`config.mk`:
```
export PLATFORM = sky130hd
export DESIGN_NAME = dispctl_regs
export DESIGN_NICKNAME = d
export VERILOG_FILES = /design/src/rtl/dispctl_pkg.sv /design/src/rtl/dispctl_xfer_fsm.sv /design/src/rtl/dispctl_regbank.sv /design/src/rtl/dispctl_irqstat.sv /design/src/rtl/dispctl_geom.sv /design/src/rtl/dispctl_regs.sv
export SDC_FILE = /design/constraint.sdc
export NUM_CORES = 1
export LEC_CHECK = 0
export ABC_AREA = 1
export BUFFER_PORTS_ARGS = -buffer_cell sky130_fd_sc_hd__buf_2
export CAP_MARGIN = 20
export CORE_ASPECT_RATIO = 1.25
export CORE_UTILIZATION = 30
export CTS_BUF_LIST = sky130_fd_sc_hd__clkbuf_8
export DETAILED_ROUTE_END_ITERATION = 7
export HOLD_SLACK_MARGIN = 0.06
export SLEW_MARGIN = 15
export SYNTH_ARGS = -nofsm -noshare
export SYNTH_HDL_FRONTEND = slang
export SYNTH_SLANG_ARGS = --single-unit
```
`constraint.sdc`:
```
create_clock -name clk -period 2.3 [get_ports clk]
set_clock_uncertainty 0.15 [all_clocks]
set_input_delay 0 -clock clk [delete_from_list [all_inputs] [get_ports clk]]
set_output_delay 0 -clock clk [all_outputs]
set_load 0.1 [all_outputs]
```
`src/rtl/dispctl_pkg.sv`:
```
package dispctl_pkg;

    typedef enum logic [1:0] {
        ST_IDLE   = 2'd0,
        ST_SETUP  = 2'd1,
        ST_ACCESS = 2'd2
    } xfer_state_t;

    localparam int WOFF_W      = 10;
    localparam int PAL_IDX_W   = 7;
    localparam int N_TIMING    = 4;
    localparam int OFF_UPBASE  = 4;
    localparam int OFF_LPBASE  = 5;
    localparam int OFF_SLOT_A  = 6;
    localparam int OFF_SLOT_B  = 7;
    localparam int OFF_RAW     = 8;
    localparam int OFF_MASKED  = 9;
    localparam int OFF_CLEAR   = 10;
    localparam int OFF_UPCUR   = 11;
    localparam int OFF_LPCUR   = 12;

    function automatic logic [7:0] id_byte(input int variant, input logic [2:0] idx);
        logic [7:0] b;
        unique case (idx)
            3'd0: b = (variant == 2) ? 8'h11 : 8'h10;
            3'd1: b = 8'h11;
            3'd2: b = (variant == 2) ? 8'h24 : 8'h04;
            3'd3: b = 8'h00;
            3'd4: b = 8'h0D;
            3'd5: b = 8'hF0;
            3'd6: b = 8'h05;
            default: b = 8'hB1;
        endcase
        return b;
    endfunction

endpackage

```
`src/rtl/dispctl_xfer_fsm.sv`:
```
module dispctl_xfer_fsm
    import dispctl_pkg::*;
(
    input  logic clk,
    input  logic rst_n,
    input  logic psel,
    input  logic penable,
    output logic commit
);
    xfer_state_t state, state_nx;

    always_ff @(posedge clk) begin
        if (!rst_n) state <= ST_IDLE;
        else        state <= state_nx;
    end

    always_comb begin
        state_nx = state;
        unique case (state)
            ST_IDLE:   if (psel && !penable) state_nx = ST_SETUP;
            ST_SETUP:  if (!psel)            state_nx = ST_IDLE;
                       else if (penable)     state_nx = ST_ACCESS;
            ST_ACCESS: if (psel && !penable) state_nx = ST_SETUP;
                       else                  state_nx = ST_IDLE;
            default:                         state_nx = ST_IDLE;
        endcase
    end

    always_comb commit = (state == ST_SETUP) && psel && penable;

    assert_access_after_setup_R13: assert property (@(posedge clk) disable iff (!rst_n)
        (state == ST_ACCESS) |-> ($past(state) == ST_SETUP));

endmodule

```
`src/rtl/dispctl_regbank.sv`:
```
module dispctl_regbank
    import dispctl_pkg::*;
#(
    parameter int DATA_W  = 32,
    parameter int IRQ_W   = 4,
    parameter int VARIANT = 0
) (
    input  logic                             clk,
    input  logic                             rst_n,
    input  logic                             wr_en,
    input  logic [WOFF_W-1:0]                woff,
    input  logic [DATA_W-1:0]                wdata,
    output logic [N_TIMING-1:0][DATA_W-1:0]  timing,
    output logic [DATA_W-1:0]                upbase,
    output logic [DATA_W-1:0]                lpbase,
    output logic [DATA_W-1:0]                ctrl,
    output logic [IRQ_W-1:0]                 mask
);
    localparam int MASK_OFF = (VARIANT == 0) ? OFF_SLOT_A : OFF_SLOT_B;
    localparam int CTRL_OFF = (VARIANT == 0) ? OFF_SLOT_B : OFF_SLOT_A;

    for (genvar g = 0; g < N_TIMING; g++) begin : g_timing
        always_ff @(posedge clk) begin
            if (!rst_n)                                  timing[g] <= '0;
            else if (wr_en && woff == WOFF_W'(g))        timing[g] <= wdata;
        end
    end

    always_ff @(posedge clk) begin
        if (!rst_n) begin
            upbase <= '0;
            lpbase <= '0;
            ctrl   <= '0;
            mask   <= '0;
        end else if (wr_en) begin
            if (woff == WOFF_W'(OFF_UPBASE)) upbase <= wdata;
            if (woff == WOFF_W'(OFF_LPBASE)) lpbase <= wdata;
            if (woff == WOFF_W'(CTRL_OFF))   ctrl   <= wdata;
            if (woff == WOFF_W'(MASK_OFF))   mask   <= wdata[IRQ_W-1:0];
        end
    end

    assert_ctrl_only_by_write_R12: assert property (@(posedge clk) disable iff (!rst_n)
        !(wr_en && woff == WOFF_W'(CTRL_OFF)) |=> $stable(ctrl));

endmodule

```
`src/rtl/dispctl_irqstat.sv`:
```
module dispctl_irqstat #(
    parameter int IRQ_W = 4
) (
    input  logic             clk,
    input  logic             rst_n,
    input  logic [IRQ_W-1:0] set,
    input  logic             clr_en,
    input  logic [IRQ_W-1:0] clr_val,
    input  logic [IRQ_W-1:0] mask,
    output logic [IRQ_W-1:0] status,
    output logic             irq
);
    logic [IRQ_W-1:0] clr_bits;

    always_comb clr_bits = clr_en ? clr_val : '0;

    always_ff @(posedge clk) begin
        if (!rst_n) status <= '0;
        else        status <= (status & ~clr_bits) | set;
    end

    always_comb irq = |(status & mask);

    assert_w1c_clears_R5: assert property (@(posedge clk) disable iff (!rst_n)
        clr_en |=> ((status & $past(clr_val & ~set)) == '0));

    assert_set_sticks_R5: assert property (@(posedge clk) disable iff (!rst_n)
        (set != '0) |=> ((status & $past(set)) == $past(set)));

endmodule

```
`src/rtl/dispctl_geom.sv`:
```
module dispctl_geom #(
    parameter int DATA_W = 32,
    parameter int GEO_W  = 11
) (
    input  logic              clk,
    input  logic              rst_n,
    input  logic [DATA_W-1:0] timing0,
    input  logic [DATA_W-1:0] timing1,
    input  logic [DATA_W-1:0] ctrl,
    output logic [GEO_W-1:0]  cols,
    output logic [GEO_W-1:0]  rows,
    output logic              disp_en,
    output logic [2:0]        depth,
    output logic              bgr,
    output logic              be_byte,
    output logic              be_pixel
);
    always_comb begin
        cols     = (GEO_W'(timing0[7:2]) + GEO_W'(1)) << 4;
        rows     = GEO_W'(timing1[9:0]) + GEO_W'(1);
        disp_en  = ctrl[0] & ctrl[11];
        depth    = ctrl[3:1];
        bgr      = ctrl[8];
        be_byte  = ctrl[9];
        be_pixel = ctrl[10];
    end

    assert_cols_grid_R7: assert property (@(posedge clk) disable iff (!rst_n)
        (cols[3:0] == 4'd0) && (cols != '0));
    assert_rows_nonzero_R7: assert property (@(posedge clk) disable iff (!rst_n)
        rows != '0);

endmodule

```
`src/rtl/dispctl_regs.sv`:
```
module dispctl_regs
    import dispctl_pkg::*;
#(
    parameter int ADDR_W  = 12,
    parameter int DATA_W  = 32,
    parameter int IRQ_W   = 4,
    parameter int GEO_W   = 11,
    parameter int VARIANT = 0
) (
    input  logic                 clk,
    input  logic                 rst_n,
    input  logic                 psel,
    input  logic                 penable,
    input  logic                 pwrite,
    input  logic [ADDR_W-1:0]    paddr,
    input  logic [DATA_W-1:0]    pwdata,
    output logic [DATA_W-1:0]    prdata,
    input  logic [IRQ_W-1:0]     int_set,
    output logic                 irq,
    output logic                 invalidate,
    output logic                 pal_wr,
    output logic [PAL_IDX_W-1:0] pal_idx,
    output logic [DATA_W-1:0]    pal_wdata,
    input  logic [DATA_W-1:0]    pal_rdata,
    output logic [DATA_W-1:0]    upbase,
    output logic [DATA_W-1:0]    lpbase,
    output logic                 disp_en,
    output logic [2:0]           depth,
    output logic                 bgr,
    output logic                 be_byte,
    output logic                 be_pixel,
    output logic [GEO_W-1:0]     cols,
    output logic [GEO_W-1:0]     rows
);
    localparam int MASK_OFF = (VARIANT == 0) ? OFF_SLOT_A : OFF_SLOT_B;

    logic                            commit, wr_commit;
    logic                            in_pal, in_id, in_reg;
    logic [WOFF_W-1:0]               woff;
    logic [N_TIMING-1:0][DATA_W-1:0] timing;
    logic [DATA_W-1:0]               ctrl;
    logic [IRQ_W-1:0]                mask, status;

    always_comb begin
        woff      = paddr[WOFF_W+1:2];
        in_pal    = (paddr[ADDR_W-1:9] == 3'b001);
        in_id     = (paddr[ADDR_W-1:5] == 7'h7F);
        in_reg    = (paddr[ADDR_W-1:9] == 3'b000);
        wr_commit = commit && pwrite;
        pal_wr    = wr_commit && in_pal;
        pal_idx   = paddr[8:2];
        pal_wdata = pwdata;
    end

    dispctl_xfer_fsm u_fsm (
        .clk(clk), .rst_n(rst_n), .psel(psel), .penable(penable), .commit(commit)
    );

    dispctl_regbank #(.DATA_W(DATA_W), .IRQ_W(IRQ_W), .VARIANT(VARIANT)) u_bank (
        .clk(clk), .rst_n(rst_n), .wr_en(wr_commit && in_reg), .woff(woff),
        .wdata(pwdata), .timing(timing), .upbase(upbase), .lpbase(lpbase),
        .ctrl(ctrl), .mask(mask)
    );

    dispctl_irqstat #(.IRQ_W(IRQ_W)) u_irq (
        .clk(clk), .rst_n(rst_n), .set(int_set),
        .clr_en(wr_commit && in_reg && woff == WOFF_W'(OFF_CLEAR)),
        .clr_val(pwdata[IRQ_W-1:0]), .mask(mask), .status(status), .irq(irq)
    );

    dispctl_geom #(.DATA_W(DATA_W), .GEO_W(GEO_W)) u_geom (
        .clk(clk), .rst_n(rst_n), .timing0(timing[0]), .timing1(timing[1]),
        .ctrl(ctrl), .cols(cols), .rows(rows), .disp_en(disp_en), .depth(depth),
        .bgr(bgr), .be_byte(be_byte), .be_pixel(be_pixel)
    );

    always_ff @(posedge clk) begin
        if (!rst_n) invalidate <= 1'b0;
        else        invalidate <= wr_commit;
    end

    always_comb begin
        prdata = '0;
        if (in_id) begin
            prdata = DATA_W'(id_byte(VARIANT, paddr[4:2]));
        end else if (in_pal) begin
            prdata = pal_rdata;
        end else if (in_reg) begin
            if (woff < WOFF_W'(N_TIMING))
                prdata = timing[woff[1:0]];
            else if (woff == WOFF_W'(OFF_UPBASE) || woff == WOFF_W'(OFF_UPCUR))
                prdata = upbase;
            else if (woff == WOFF_W'(OFF_LPBASE) || woff == WOFF_W'(OFF_LPCUR))
                prdata = lpbase;
            else if (woff == WOFF_W'(MASK_OFF))
                prdata = DATA_W'(mask);
            else if (woff == WOFF_W'(OFF_SLOT_A) || woff == WOFF_W'(OFF_SLOT_B))
                prdata = ctrl;
            else if (woff == WOFF_W'(OFF_RAW))
                prdata = DATA_W'(status);
            else if (woff == WOFF_W'(OFF_MASKED))
                prdata = DATA_W'(status & mask);
        end
    end

    assert_invalidate_after_write_R9: assert property (@(posedge clk) disable iff (!rst_n)
        invalidate |-> $past(psel && penable && pwrite));
    assert_invalidate_single_R9: assert property (@(posedge clk) disable iff (!rst_n)
        invalidate |=> !invalidate);
    assert_enable_needs_power_R8: assert property (@(posedge clk) disable iff (!rst_n)
        disp_en |-> (ctrl[0] && ctrl[11]));
    assert_palette_strobe_R10: assert property (@(posedge clk) disable iff (!rst_n)
        pal_wr |-> (psel && penable && pwrite && paddr >= ADDR_W'(12'h200) && paddr < ADDR_W'(12'h400)));

endmodule

```
# Yosys cells after proc, flatten, opt, wreduce, memory -nomap -nowiden
# Cells that the tools add are included.
word_totals:
  regBits: 235
  output_inout_bits: 167
  word_cells: 89
op_classes:
  add_sub_neg: 2
  magnitude_cmp: 2
  eq_ne: 24
  n_mux: 19
  bitwise_logic: 6
  n_reduce_logical: 25
op_table:
  columns: ["op", "n"]
  rows:
  - ["two-way mux 32 bit", 9]
  - ["binary-select mux 32 bit (select 2 bit)", 1]
  - ["case mux 8 bit (7 select lines)", 1]
  - ["== test 10 x 4 -> 1 bit, second input constant", 5]
  - ["== test 10 x 3 -> 1 bit, second input constant", 4]
  - ["== test 10 x 2 -> 1 bit, second input constant", 2]
  - ["AND 4 bit", 3]
  - ["two-way mux 4 bit", 3]
  - ["adder 10 x 1 -> 11 bit, second input constant", 1]
  - ["logical AND 1 bit", 11]
  - ["== test 10 x 1 -> 1 bit, second input constant", 1]
  - ["logical NOT 10 bit", 1]
  - ["< comparator 10 x 3 -> 1 bit, second input constant", 1]
  - ["AND reduction 2 bit", 5]
  - ["== test 3 bit, second input constant", 3]
  - ["adder 6 x 1 -> 7 bit, second input constant", 1]
  - ["== test 7 bit, second input constant", 1]
  - ["== test 3 x 1 -> 1 bit, second input constant", 2]
  - ["== test 3 x 2 -> 1 bit, second input constant", 2]
  - ["logical NOT 3 bit", 2]
  - ["two-way mux 2 bit", 3]
  - ["case mux 2 bit (3 select lines)", 1]
  - ["NOT 4 bit", 1]
  - ["bitwise OR 4 bit", 1]
  - ["11 further kinds", 13]

# Depth between registers and ports, before layout
logic_depth:
  word_depth: 11
  ltp_mapped: 14

# Cells and area by module
# A second synthesis with hierarchy kept.
unflattened:
  hier_cells: 1912
  area_unflattened_um2: 12693.4
modules_own_cells:
  columns: ["module", "n_inst", "cells_each", "area_each_um2", "seq_area_each_um2"]
  rows:
  - ["dispctl_regbank", 1, 1315, 9405.3, 4564.4]
  - ["dispctl_regs", 1, 495, 2642.5, 20.0]
  - ["dispctl_geom", 1, 65, 394.1, 0.0]
  - ["dispctl_irqstat", 1, 26, 170.2, 80.1]
  - ["dispctl_xfer_fsm", 1, 11, 81.3, 40.0]

# Worst setup path before layout
# Ideal clock, no wire load.
synth_timing:
  kind: "register to output"
  from: "register u_bank.timing[32] (netlist name)"
  to: "output port rows[7]"
  t_arrival_ns: 2.965
  required_ns: 2.150
  slack_ns: -0.815
  stages_incl_launch_ff: 7
  path_buffers: 0
  path_cell_list: "dfxtp_1 inv_1 nor3_1 nand2_1 nor2_1 a31oi_1 a21oi_1"
synth_via:
  elab_chain_cells: 1
synth_rtl:
  columns: ["element", "line", "rtl"]
  rows:
  - ["start, declared", "dispctl_regbank.sv:13", "output logic [N_TIMING-1:0][DATA_W-1:0] timing,"]
  - ["start signal, assigned by index", "dispctl_regbank.sv:25", "else if (wr_en && woff == WOFF_W'(g)) timing[g] <= wdata;"]
  - ["adder 10 x 1 -> 11 bit", "dispctl_geom.sv:20", "rows = GEO_W'(timing1[9:0]) + GEO_W'(1);"]
  - ["end, declared", "dispctl_regs.sv:33", "output logic [GEO_W-1:0] rows"]
# No other way between the ends.

# Worst setup path after layout
# Ends and elaborated chain as after synthesis.

==> results.py <==
metrics = {
    "layout": {
        "final_cell_count_no_fill": 2306,
        "insertedDiodeCount": 0,
        "fillers": 3763,
        "nets": 1887,
        "top_library_cells_by_usage_in_the_layout_fill_and_taps_aside": "233 x dfxtp_1, 231 x nand2_1, 219 x inv_1",
        "storage_cell_area_sq_um": 4710,
        "layout_commonest_cell": "dfxtp_1",
        "layout-drive-gt1-share_pct": 21.9,
        "total_area_of_multi_input_combinational_cells_sq_um": 4910,
        "area_growth_from_synthesis_to_final_layout_pct": 31.3,
    },
    "clock_network": {
        "root_buffer": "clkbuf_8",
        "clkTransAtPathRegs_ns": 0.06,
        "max-clock-path-buffers": 3,
        "clk_latency_worst_skew_pair_ns": 0.53,
        "numClockSinks": 235,
        "tritoncts": "yes",
        "htree_levels": 2,
        "cts_made_buffers": 40,
    },
    "sta": {
        "finalWorstPathRequiredPeriod_ns": 2.21,
        "setup-violations-final": 0,
        "max_freq_mhz": 454,
        "hold_viol": 0,
        "relSlewSlack_pct": 51.8,
        "timing_worst_slew_pin_value_ns": 0.723,
        "finalSetupTns_ns": 0,
        "rsz0062_at_grt": "yes",
        "finalCritPeriodShare_pct": 95.9,
        "hold_ws_ns": 0.0976,
        "report.final.slew_viol_count": 0,
    },
    "floorplan": {
        "dieWidth_microns": 174,
        "start_util_pct": 30.5,
        "top_level_ports": 252,
        "chipHeight_microns": 217,
        "placementRows": 78,
        "floorplan.core_area_sq_um": 36300,
        "die_area_sq_um": 37700,
    },
    "run": {
        "max_cap_violations": 0,
    },
    "placement": {
        "place.detailed.instances": 2189,
        "placement.io_buffers": 245,
        "detailed_place_hpwl_microns": 28400,
        "finalWeightedCongestion": 0.886,
    },
    "yosys": {
        "synth.lib_cells_used.distinct": 37,
        "postSynthCellCount": 1552,
        "syn-mean-instance-area_sq_um": 7.14,
        "synth_edf_count": 0,
        "synth-seq-cells": 235,
        "ys_dominant_reg_cell": "dfxtp_1",
        "yosys_warnings": 0,
        "synth.yosys.seq_area_share_pct": 42.5,
        "async_flop_share_pct": 0,
        "synthesis.area_sq_um": 11100,
    },
    "setup_path": {
        "worstSetupStartpoint": "u_bank.timing[32]$_SDFFE_PN0P_",
        "max_incr_delay_on_cp_ns": 0.37,
        "start_kind": "flop",
        "slowest_library_cell_on_the_worst_path": "dfxtp_4",
        "required_ns": 2.15,
        "rr_startpoint": "u_fsm.state[0]$_SDFFE_PN0P_",
        "worst_ep_arrival_time_ns": 2.06,
        "largest_fanout_on_the_critical_path": 3,
        "worstPathCellList": "clkinvlp_4 > nor3_4 > nand2_2 > nor2_4 > a31oi_1 > a21oi_2 > buf_12",
        "endpoint_type_of_the_worst_setup_path": "output port",
        "timing_worst_setup_path_type": "reg2out",
        "r2r_slack_ns": 0.15,
    },
    "global_route": {
        "total_routing_usage_reported_by_global_routing_pct": 21.1,
        "grt_max_degree": 193,
        "vias_in_the_first_global_route": 10932,
        "grt_first_pass_wirelength_microns": 62300,
        "grt_antenna_before_repair": 0,
        "grt_remaining_overflow": 0,
    },
    "routing": {
        "wl_per_cell_microns": 17.7,
        "dr.first_iter.drc_count": 973,
        "vias_per_cell": 4.99,
        "remaining_antenna_violation_count_after_routing": 0,
        "detail_route.first_pass.iterations": 6,
        "drt-total-wl_microns": 40800,
        "overall_via_count_from_detail_route": 11512,
        "remaining_drc_errors": 0,
    },
    "power": {
        "sequentialPowerShare_pct": 46.0,
        "power.internal_uw": 6360,
        "share_clk_of_total_power_pct": 41.4,
        "switchingPower_uw": 2510,
        "worst_ir_drop_vdd_uv": 323,
        "swShare_pct": 28.3,
        "power_leakage_uw": 0.00628,
        "power-per-cell-area_nw_per_um2": 610,
        "combinationalPowerShare_pct": 12.6,
    },
    "min_path": {
        "hold_path.class": "in2reg",
        "hold_start": "int_set[3]",
    },
    "run_status": {
        "outcome": "finished, final reports clean",
    },
}
[final cells by class]
cell class / count / share of cell area, %
timing repair buffer: 350 / 19.0
sequential: 235 / 32.4
clock buffer: 48 / 4.54
clock inverter: 20 / 0.749
inverter: 210 / 5.45
multi-input combinational: 963 / 33.8
tap: 480 / 4.13
[layer usage]
metal  GRT usage [%]  wire, microns  vias to the layer above
met5               0              0                        -
met3            2.99           2600                       78
met2            37.4          20000                      489
li1                -              -                     5622
met1            26.0          17000                     5323
met4            7.34           1240                        0
[power groups by stage]
stage / clock network, uW / logic [uW] / registers (uW)
5_1_grt: 3940 / 1170 / 4080
6_report: 3670 / 1120 / 4080
4_1_cts: 3750 / 1120 / 4080
3_5_place_dp: 0 / 1060 / 4170
2_1_floorplan: 0 / 737 / 4170
3_3_place_gp: 0 / 1050 / 4170
[synth_stat cells (4+ instances only)]
cell type	count	area share (%)
buf_4	51	3.5
nor3_1	6	0.27
nand4_1	11	0.62
inv_1	203	6.9
a211oi_1	37	2.5
o22ai_1	63	3.6
buf_2	25	1.1
nor2_2	8	0.45
nor2_1	61	2.1
clkbuf_1	65	2.2
dfxtp_1	235	42
o21ai_1	39	1.8
nand3_1	63	2.8
o21ai_0	208	9.4
a21oi_1	199	9.0
xor2_1	11	0.87
buf_6	4	0.41
inv_2	6	0.20
nand2_1	232	7.9
[metrics by stage]
step	setup slack [ns]	power [uW]	area, sq um	utilization (%)
detailed placement	0.196	5230	13200	36.4
global route	-0.0201	9200	14500	40.1
finish	0.0949	8870	14500	40.1
floorplan	-0.321	4910	11200	-
CTS	0.00286	8940	14500	39.9
global placement	0.209	5220	13200	36.4
[timing repair]
item	4_1_cts	5_1_grt
resized for setup	8	9
buffers inserted	2	1
pin swaps	1	4
cloned	0	0
endpoints found under the hold margin	235	0
hold buffers	46	0
endpoints found under the setup margin	6	6
[worst max-delay path, delay by kind of cell, from the launching register on]
family	cells	cell delay, ns
simple gates	3	0.51
flops	1	0.37
buf+inv	2	0.31
compound gates	2	0.31
[cells by family after synthesis]
| group | synth area share [%] |
|---|---|
| AO/OA/AOI/OAI | 26.7 |
| flip-flops | 42.5 |
| adder cells (fa/ha/maj) | 0.226 |
| XOR/XNOR | 0.870 |
| buffers and inverters | 14.4 |
| other | 0.0339 |
| AND/OR/NAND/NOR | 15.4 |
[path summary, 6_finish.rpt]
path / cells past startpoint / end
worst min register to register: 2 / u_bank.timing[47]$_SDFFE_PN0P_
worst max-delay path: 7 / rows[7]
worst min-delay path: 4 / u_irq.status[3]$_SDFF_PN0_
worst max register to register: 6 / u_fsm.state[1]$_SDFFE_PN0P_
[flip-flops by register name, summed over array words and instances, names as in the netlist]
signal / count
u_bank.upbase: 32
u_bank.ctrl: 32
u_fsm.state: 2
invalidate: 1
u_bank.timing: 128
u_bank.lpbase: 32
u_irq.status: 4
u_bank.mask: 4
(Power assumes the default switching activity.)
